### src/rtl/stc_pkg.sv
package stc_pkg;
  localparam int ADDR_W = 4;

  typedef enum logic [ADDR_W-1:0] {
    REG_CTRL     = 4'd0,
    REG_INC_BASE = 4'd1,
    REG_INC_ALT  = 4'd2,
    REG_LOAD     = 4'd3,
    REG_THR0     = 4'd4,
    REG_FRM_EN   = 4'd8
  } reg_addr_e;

  localparam int CTRL_EN_BIT  = 0;
  localparam int CTRL_SEL_BIT = 1;
endpackage

### src/rtl/stc_edge_sync.sv
module stc_edge_sync #(
  parameter int STAGES = 2
) (
  input  logic clk,
  input  logic rst_n,
  input  logic async_in,
  output logic rise
);
  logic [STAGES-1:0] sync_q;
  logic              last_q;

  always_ff @(posedge clk or negedge rst_n) begin
    if (!rst_n) begin
      sync_q <= '0;
      last_q <= 1'b0;
    end else begin
      sync_q <= {sync_q[STAGES-2:0], async_in};
      last_q <= sync_q[STAGES-1];
    end
  end

  assign rise = sync_q[STAGES-1] & ~last_q;
endmodule

### src/rtl/stc_cmp_frame.sv
module stc_cmp_frame #(
  parameter int CNT_W = 64
) (
  input  logic             clk,
  input  logic             rst_n,
  input  logic             thr_wr,
  input  logic             mask_wr,
  input  logic             mask_bit,
  input  logic [CNT_W-1:0] wr_data,
  input  logic [CNT_W-1:0] cnt_nx,
  output logic             irq,
  output logic             frm_en
);
  logic [CNT_W-1:0] thr_q, thr_nx;
  logic             en_q, en_nx;

  always_comb begin
    thr_nx = thr_wr  ? wr_data  : thr_q;
    en_nx  = mask_wr ? mask_bit : en_q;
  end

  always_ff @(posedge clk or negedge rst_n) begin
    if (!rst_n) begin
      thr_q <= '0;
      en_q  <= 1'b0;
      irq   <= 1'b0;
    end else begin
      thr_q <= thr_nx;
      en_q  <= en_nx;
      irq   <= en_nx && (cnt_nx >= thr_nx);
    end
  end

  assign frm_en = en_q;
endmodule

### src/rtl/sys_time_counter.sv
module sys_time_counter #(
  parameter int CNT_W       = 64,
  parameter int INC_W       = 32,
  parameter int N_FRM       = 4,
  parameter int SYNC_STAGES = 2
) (
  input  logic                      clk,
  input  logic                      rst_n,
  input  logic                      cnt_clk_base,
  input  logic                      cnt_clk_alt,
  input  logic                      wr_en,
  input  logic [stc_pkg::ADDR_W-1:0] wr_addr,
  input  logic [CNT_W-1:0]          wr_data,
  output logic [CNT_W-1:0]          count_gray,
  output logic [N_FRM-1:0]          cmp_irq
);
  import stc_pkg::*;

  localparam int N_SRC = 2;
  localparam int PAD_W = CNT_W - INC_W;

  logic [N_SRC-1:0] src_in, rise;
  logic [INC_W-1:0] inc_q [N_SRC];
  logic [INC_W-1:0] inc_act;
  logic             en_q, sel_req_q, sel_act_q, tick;
  logic [CNT_W-1:0] cnt_q, cnt_nx;
  logic [N_FRM-1:0] frm_en;
  logic             wr_ctrl, wr_load, wr_mask;

  assign src_in = {cnt_clk_alt, cnt_clk_base};

  for (genvar s = 0; s < N_SRC; s++) begin : g_src
    stc_edge_sync #(.STAGES(SYNC_STAGES)) u_sync (
      .clk      (clk),
      .rst_n    (rst_n),
      .async_in (src_in[s]),
      .rise     (rise[s])
    );
  end

  assign wr_ctrl = wr_en && (wr_addr == REG_CTRL);
  assign wr_load = wr_en && (wr_addr == REG_LOAD);
  assign wr_mask = wr_en && (wr_addr == REG_FRM_EN);
  assign inc_act = inc_q[sel_act_q];
  assign tick    = en_q && rise[sel_act_q];

  always_comb begin
    if (tick)                 cnt_nx = cnt_q + {{PAD_W{1'b0}}, inc_act};
    else if (wr_load && !en_q) cnt_nx = wr_data;
    else                      cnt_nx = cnt_q;
  end

  always_ff @(posedge clk or negedge rst_n) begin
    if (!rst_n) begin
      en_q       <= 1'b0;
      sel_req_q  <= 1'b0;
      sel_act_q  <= 1'b0;
      cnt_q      <= '0;
      count_gray <= '0;
      for (int s = 0; s < N_SRC; s++) inc_q[s] <= INC_W'(1);
    end else begin
      if (wr_ctrl) begin
        en_q      <= wr_data[CTRL_EN_BIT];
        sel_req_q <= wr_data[CTRL_SEL_BIT];
      end
      if (wr_en && wr_addr == REG_INC_BASE) inc_q[0] <= wr_data[INC_W-1:0];
      if (wr_en && wr_addr == REG_INC_ALT)  inc_q[1] <= wr_data[INC_W-1:0];
      if (!en_q || tick) sel_act_q <= sel_req_q;
      cnt_q      <= cnt_nx;
      count_gray <= cnt_nx ^ (cnt_nx >> 1);
    end
  end

  for (genvar k = 0; k < N_FRM; k++) begin : g_frm
    stc_cmp_frame #(.CNT_W(CNT_W)) u_frm (
      .clk      (clk),
      .rst_n    (rst_n),
      .thr_wr   (wr_en && (wr_addr == ADDR_W'(REG_THR0) + ADDR_W'(k))),
      .mask_wr  (wr_mask),
      .mask_bit (wr_data[k]),
      .wr_data  (wr_data),
      .cnt_nx   (cnt_nx),
      .irq      (cmp_irq[k]),
      .frm_en   (frm_en[k])
    );
  end
endmodule

### config.mk
export PLATFORM = sky130hd
export DESIGN_NAME = sys_time_counter
export DESIGN_NICKNAME = d
export VERILOG_FILES = /design/src/rtl/stc_pkg.sv /design/src/rtl/stc_edge_sync.sv /design/src/rtl/stc_cmp_frame.sv /design/src/rtl/sys_time_counter.sv
export SDC_FILE = /design/constraint.sdc
export NUM_CORES = 1
export LEC_CHECK = 0
export CELL_PAD_IN_SITES_DETAIL_PLACEMENT = 0
export CELL_PAD_IN_SITES_GLOBAL_PLACEMENT = 1
export CORE_MARGIN = 3
export CORE_UTILIZATION = 30
export CTS_BUF_LIST = sky130_fd_sc_hd__clkbuf_8
export DETAILED_ROUTE_END_ITERATION = 7
export PLACE_DENSITY = 0.63
export REMOVE_ABC_BUFFERS = 1
export SETUP_SLACK_MARGIN = 0.2
export SLEW_MARGIN = 20
export SYNTH_ARGS = -nofsm -noshare
export SYNTH_HDL_FRONTEND = slang
export SYNTH_SLANG_ARGS = --single-unit
### constraint.sdc
create_clock -name clk -period 6.1 [get_ports clk]
set_input_delay 0.61 -clock clk [delete_from_list [all_inputs] [get_ports clk]]
set_output_delay 0.61 -clock clk [all_outputs]
set_load 0.1 [all_outputs]
==> impl_metrics.yaml, run 1 <==
outcome:
  status: "completed"
clocking:
  clk_latency_ns: 0.69
  cts.sink_count: 464
  clk_pin_slew_worst_paths_ns: 0.06
  numCtsBuffers: 89
  clk_path_buf_depth: 3
  htree_levels: 3
  ctsRootBufferMaster: "clkbuf_8"
  cts_tree: "yes"
cells_and_area:
  stdcell_area_mm2: 0.0319
  drive_gt1_share_pct: 14.8
  seq_area_mm2: 0.0116
  nets: 3088
  area_growth_pct: 20.1
  multi_input_area_mm2: 0.0137
  fillers: 8720
global_routing:
  grt.total_usage_pct: 16.9
  grt_pass1_wl_mm: 123
  grt_start_max_net_pins: 149
  grt_pass1_vias: 20700
  gr-total-overflow: 0
  antenna_found_initial: 6
setup_path:
  slowest_stage: "or4_1"
  max_stage_delay_ns: 0.53
  path_cells: "buf_12, buf_16, mux2_2, ha_2, a21o_1, o21bai_1, or3_4, o21ai_4, nand2_1, xnor2_1, a21oi_1, buf_4, clkinvlp_4, ha_1, nand4_1, nor3_4, nand2_2, or4_1, o211ai_1, a211oi_2, o31a_1, o21ai_1"
  crit_type: "reg -> reg"
  arrival_ns: 6.29
  path_max_fanout: 15
  startpoint_type: "flop"
  worstPathRequired_ns: 6.71
  cp-end-kind: "flop"
  reg2regPathDepth: 22
sta:
  hold_violations: 0
  clock.fmax_mhz: 176
  worst_slack_ns: 0.414
  setup_viol: 0
  maxSlewViolCount: 0
  slew_headroom_pct: 25.0
  worstMarginPinSlew_ns: 1.12
  fin_skew_ns: 0.0381
  fin_crit_sh_pct: 93.2
  rsz0062_at_grt: "yes"
  setup_tns_ns: 0
  fin_crit_ns: 5.69
floorplanning:
  initial_utilization_pct: 30.5
  die_h_um: 304
  top_level_ports: 141
  chipWidth_um: 304
  fp.coreArea_mm2: 0.0873
  die_area_mm2: 0.0923
  rows: 108
detailed_routing:
  routedWlPerCell_um: 19.8
  drt-vias-per-instance: 4.92
  vias: 19400
  antenna_left: 0
  drtIter0Drc: 877
  firstDrtPassIters: 5
  wirelength_mm: 78.1
  drc: 0
logic_synthesis:
  synthCells: 2488
  yosys_warnings: 0
  synth.distinct_cells: 89
  syn_area_per_cell_um2: 10.7
  synth_compound_area_share_pct: 11.4
  synthSimpleGateAreaFrac_pct: 8.45
  ys_ff_latch: 464
  synth_top_area_share_pct: 43.5
  synth_top_family_by_area: "multiplexers"
  yosysSeqAreaShare_pct: 43.7
  synth_ff_type: "dfrtp_1"
  synthXorXnorAreaFrac_pct: 3.03
  synthArstFlopShare_pct: 100
  synth_edf_count: 0
  netlist_area_mm2: 0.0266
  synth_top_area_cell: "dfrtp_1"
  synth.area.top_cells: "dfrtp_1 (43%), ha_1 (14%), mux2i_1 (9.7%)"
  synthMuxAreaShare_pct: 14.1
  synthAdderAreaFrac_pct: 13.6
power:
  leakage_nw: 16.3
  ir_drop_mv: 0.356
  p_per_area_mw_per_mm2: 522
placement:
  portBuffers: 140
  pre_cts_ws_ns: -0.515
  place_hpwl_mm: 56.6
  routabilityCongestion: 0.852
  dpl_cell_area_mm2: 0.0297
hold_path:
  hold_class: "reg -> reg"
  whs_path_depth: 0
flow_run:
  maxCapViolCount: 0
critical path, delay by kind of cell, from the launching register on:
kind / cells / cell delay, ns
xor+xnor: 1 / 0.16
compound gates: 8 / 1.73
buf+inv: 4 / 0.55
mux: 1 / 0.35
simple gates: 6 / 1.73
flops: 1 / 0.43
fa+ha+maj: 2 / 0.64
cells in the mapped netlist, types with 4 or more instances:
master and count:
and4_1 6, and3_1 19, mux2i_1 258, buf_4 8, mux2_2 104, a311oi_1 5, a211oi_2 4, a31oi_1 19
xor2_1 36, nand4_1 70, o21ai_0 62, dfrtp_1 462, nand2_1 137, o21bai_1 5, nor4_1 7, clkbuf_1 36
xnor2_1 56, nand3_1 41, buf_1 25, nor3_1 19, a21oi_1 143, nor2_1 73, a21o_1 117, inv_1 306
or3_1 12, o21a_1 6, ha_1 288, o2111ai_1 4, nor2b_1 19, a211o_1 6, o211ai_1 13, buf_2 11
a211oi_1 9, nand2b_1 14, and2_1 6, a311o_1 4
cell families after synthesis:
family          count (synthesis)
simple gates                  444
mux                           362
buf+inv                       388
compound gates                449
xor+xnor                       92
fa+ha+maj                     289
flops                         464
cell usage in the layout, fill, tap and decap left out, types with 7 or more instances in the layout:
master,n
dfrtp_1,461
inv_1,330
ha_1,275
mux2i_1,257
clkdlybuf4s50_1,139
nand2_1,132
a21oi_1,131
a21o_1,117
clkbuf_8,110
mux2_2,104
buf_4,78
nor2_1,73
nand4_1,70
o21ai_0,57
xnor2_1,56
nand3_1,39
xor2_1,36
nor2b_1,19
a31oi_1,18
and3_1,18
nor3_1,15
nand2b_1,14
o211ai_1,13
ha_2,12
a21oi_2,11
or3_1,10
buf_12,9
clkinvlp_4,7
a211oi_1,7
routing by layer:
layer	GRT usage, %	vias to the layer above	part of all wire (%)
met2	27.2	391	46
li1	-	9244	-
met3	3.20	114	4.5
met5	0	-	0.017
met1	22.9	9686	47
met4	5.10	2	2.4
power breakdown:
group          total, mW  internal, mW  switching [mW]
registers           4.41          4.00           0.415
logic               9.20          3.31            5.90
clock network       3.05          1.66            1.39
total               16.7          8.96            7.70
registers in the layout, summed over array words and instances, names as in the netlist:
| signal | count |
|---|---|
| g_frm.u_frm.thr_q | 256 |
| cnt_q | 64 |
| inc_q | 64 |
| count_gray | 63 |
| g_frm.u_frm.frm_en | 4 |
| g_frm.u_frm.irq | 4 |
| g_src.u_sync.sync_q | 4 |
| g_src.u_sync.last_q | 2 |
| en_q | 1 |
| sel_act_q | 1 |
| sel_req_q | 1 |
stage by stage:
stage                     hold WS, ns  instances  util [%]  power (mW)
after detailed placement        0.335       3764      34.0        13.4
final                           0.347       3948      36.6        16.7
after global placement          0.339       3764      34.0        13.2
after global routing            0.332       3946      36.6        17.9
after CTS                       0.311       3932      36.4        16.8
after floorplan                 0.314       2406         -        10.6
worst paths after layout:
check	from	endpoint	slack, ns
min in group asynchronous	rst_n	cnt_q[21]	0.58
worst min register to register	g_src[1].u_sync.sync_q[0]	g_src[1].u_sync.sync_q[1]	0.35
worst min-delay path	g_src[1].u_sync.sync_q[0]	g_src[1].u_sync.sync_q[1]	0.35
max in group asynchronous	rst_n	count_gray[46]	4.10
worst max register to register	sel_act_q	g_frm[3].u_frm.irq	0.41
worst max-delay path	sel_act_q	g_frm[3].u_frm.irq	0.41
repair_timing:
| action | in CTS | in global routing |
|---|---|---|
| hold buffers | 1 | 0 |
| pin swaps | 17 | 18 |
| cloned | 1 | 0 |
| endpoints found under the setup margin | 4 | 4 |
| resized for setup | 46 | 22 |
| buffers inserted | 12 | 12 |
| endpoints found under the hold margin | 21 | 0 |
layout make-up:
| cell class | count | share of cell area (%) |
|---|---|---|
| clock inverter | 44 | 0.721 |
| inverter | 306 | 3.62 |
| multi-input combinational | 1636 | 43.1 |
| sequential | 464 | 36.4 |
| antenna | 4 | 0.0313 |
| clock buffer | 110 | 4.74 |
| timing repair buffer | 229 | 6.92 |
| tap | 1155 | 4.53 |
No activity file was read; power rests on OpenSTA's default activity.
==> run 2, diff against run 1 <==
--- a/config.mk
+++ b/config.mk
@@ -14,7 +14,6 @@
 export PLACE_DENSITY = 0.63
 export REMOVE_ABC_BUFFERS = 1
 export SETUP_SLACK_MARGIN = 0.2
-export SLEW_MARGIN = 20
 export SYNTH_ARGS = -nofsm -noshare
 export SYNTH_HDL_FRONTEND = slang
 export SYNTH_SLANG_ARGS = --single-unit
==> results of run 2 <==
Final layout, timing and power as in run 1 (identical DEF).
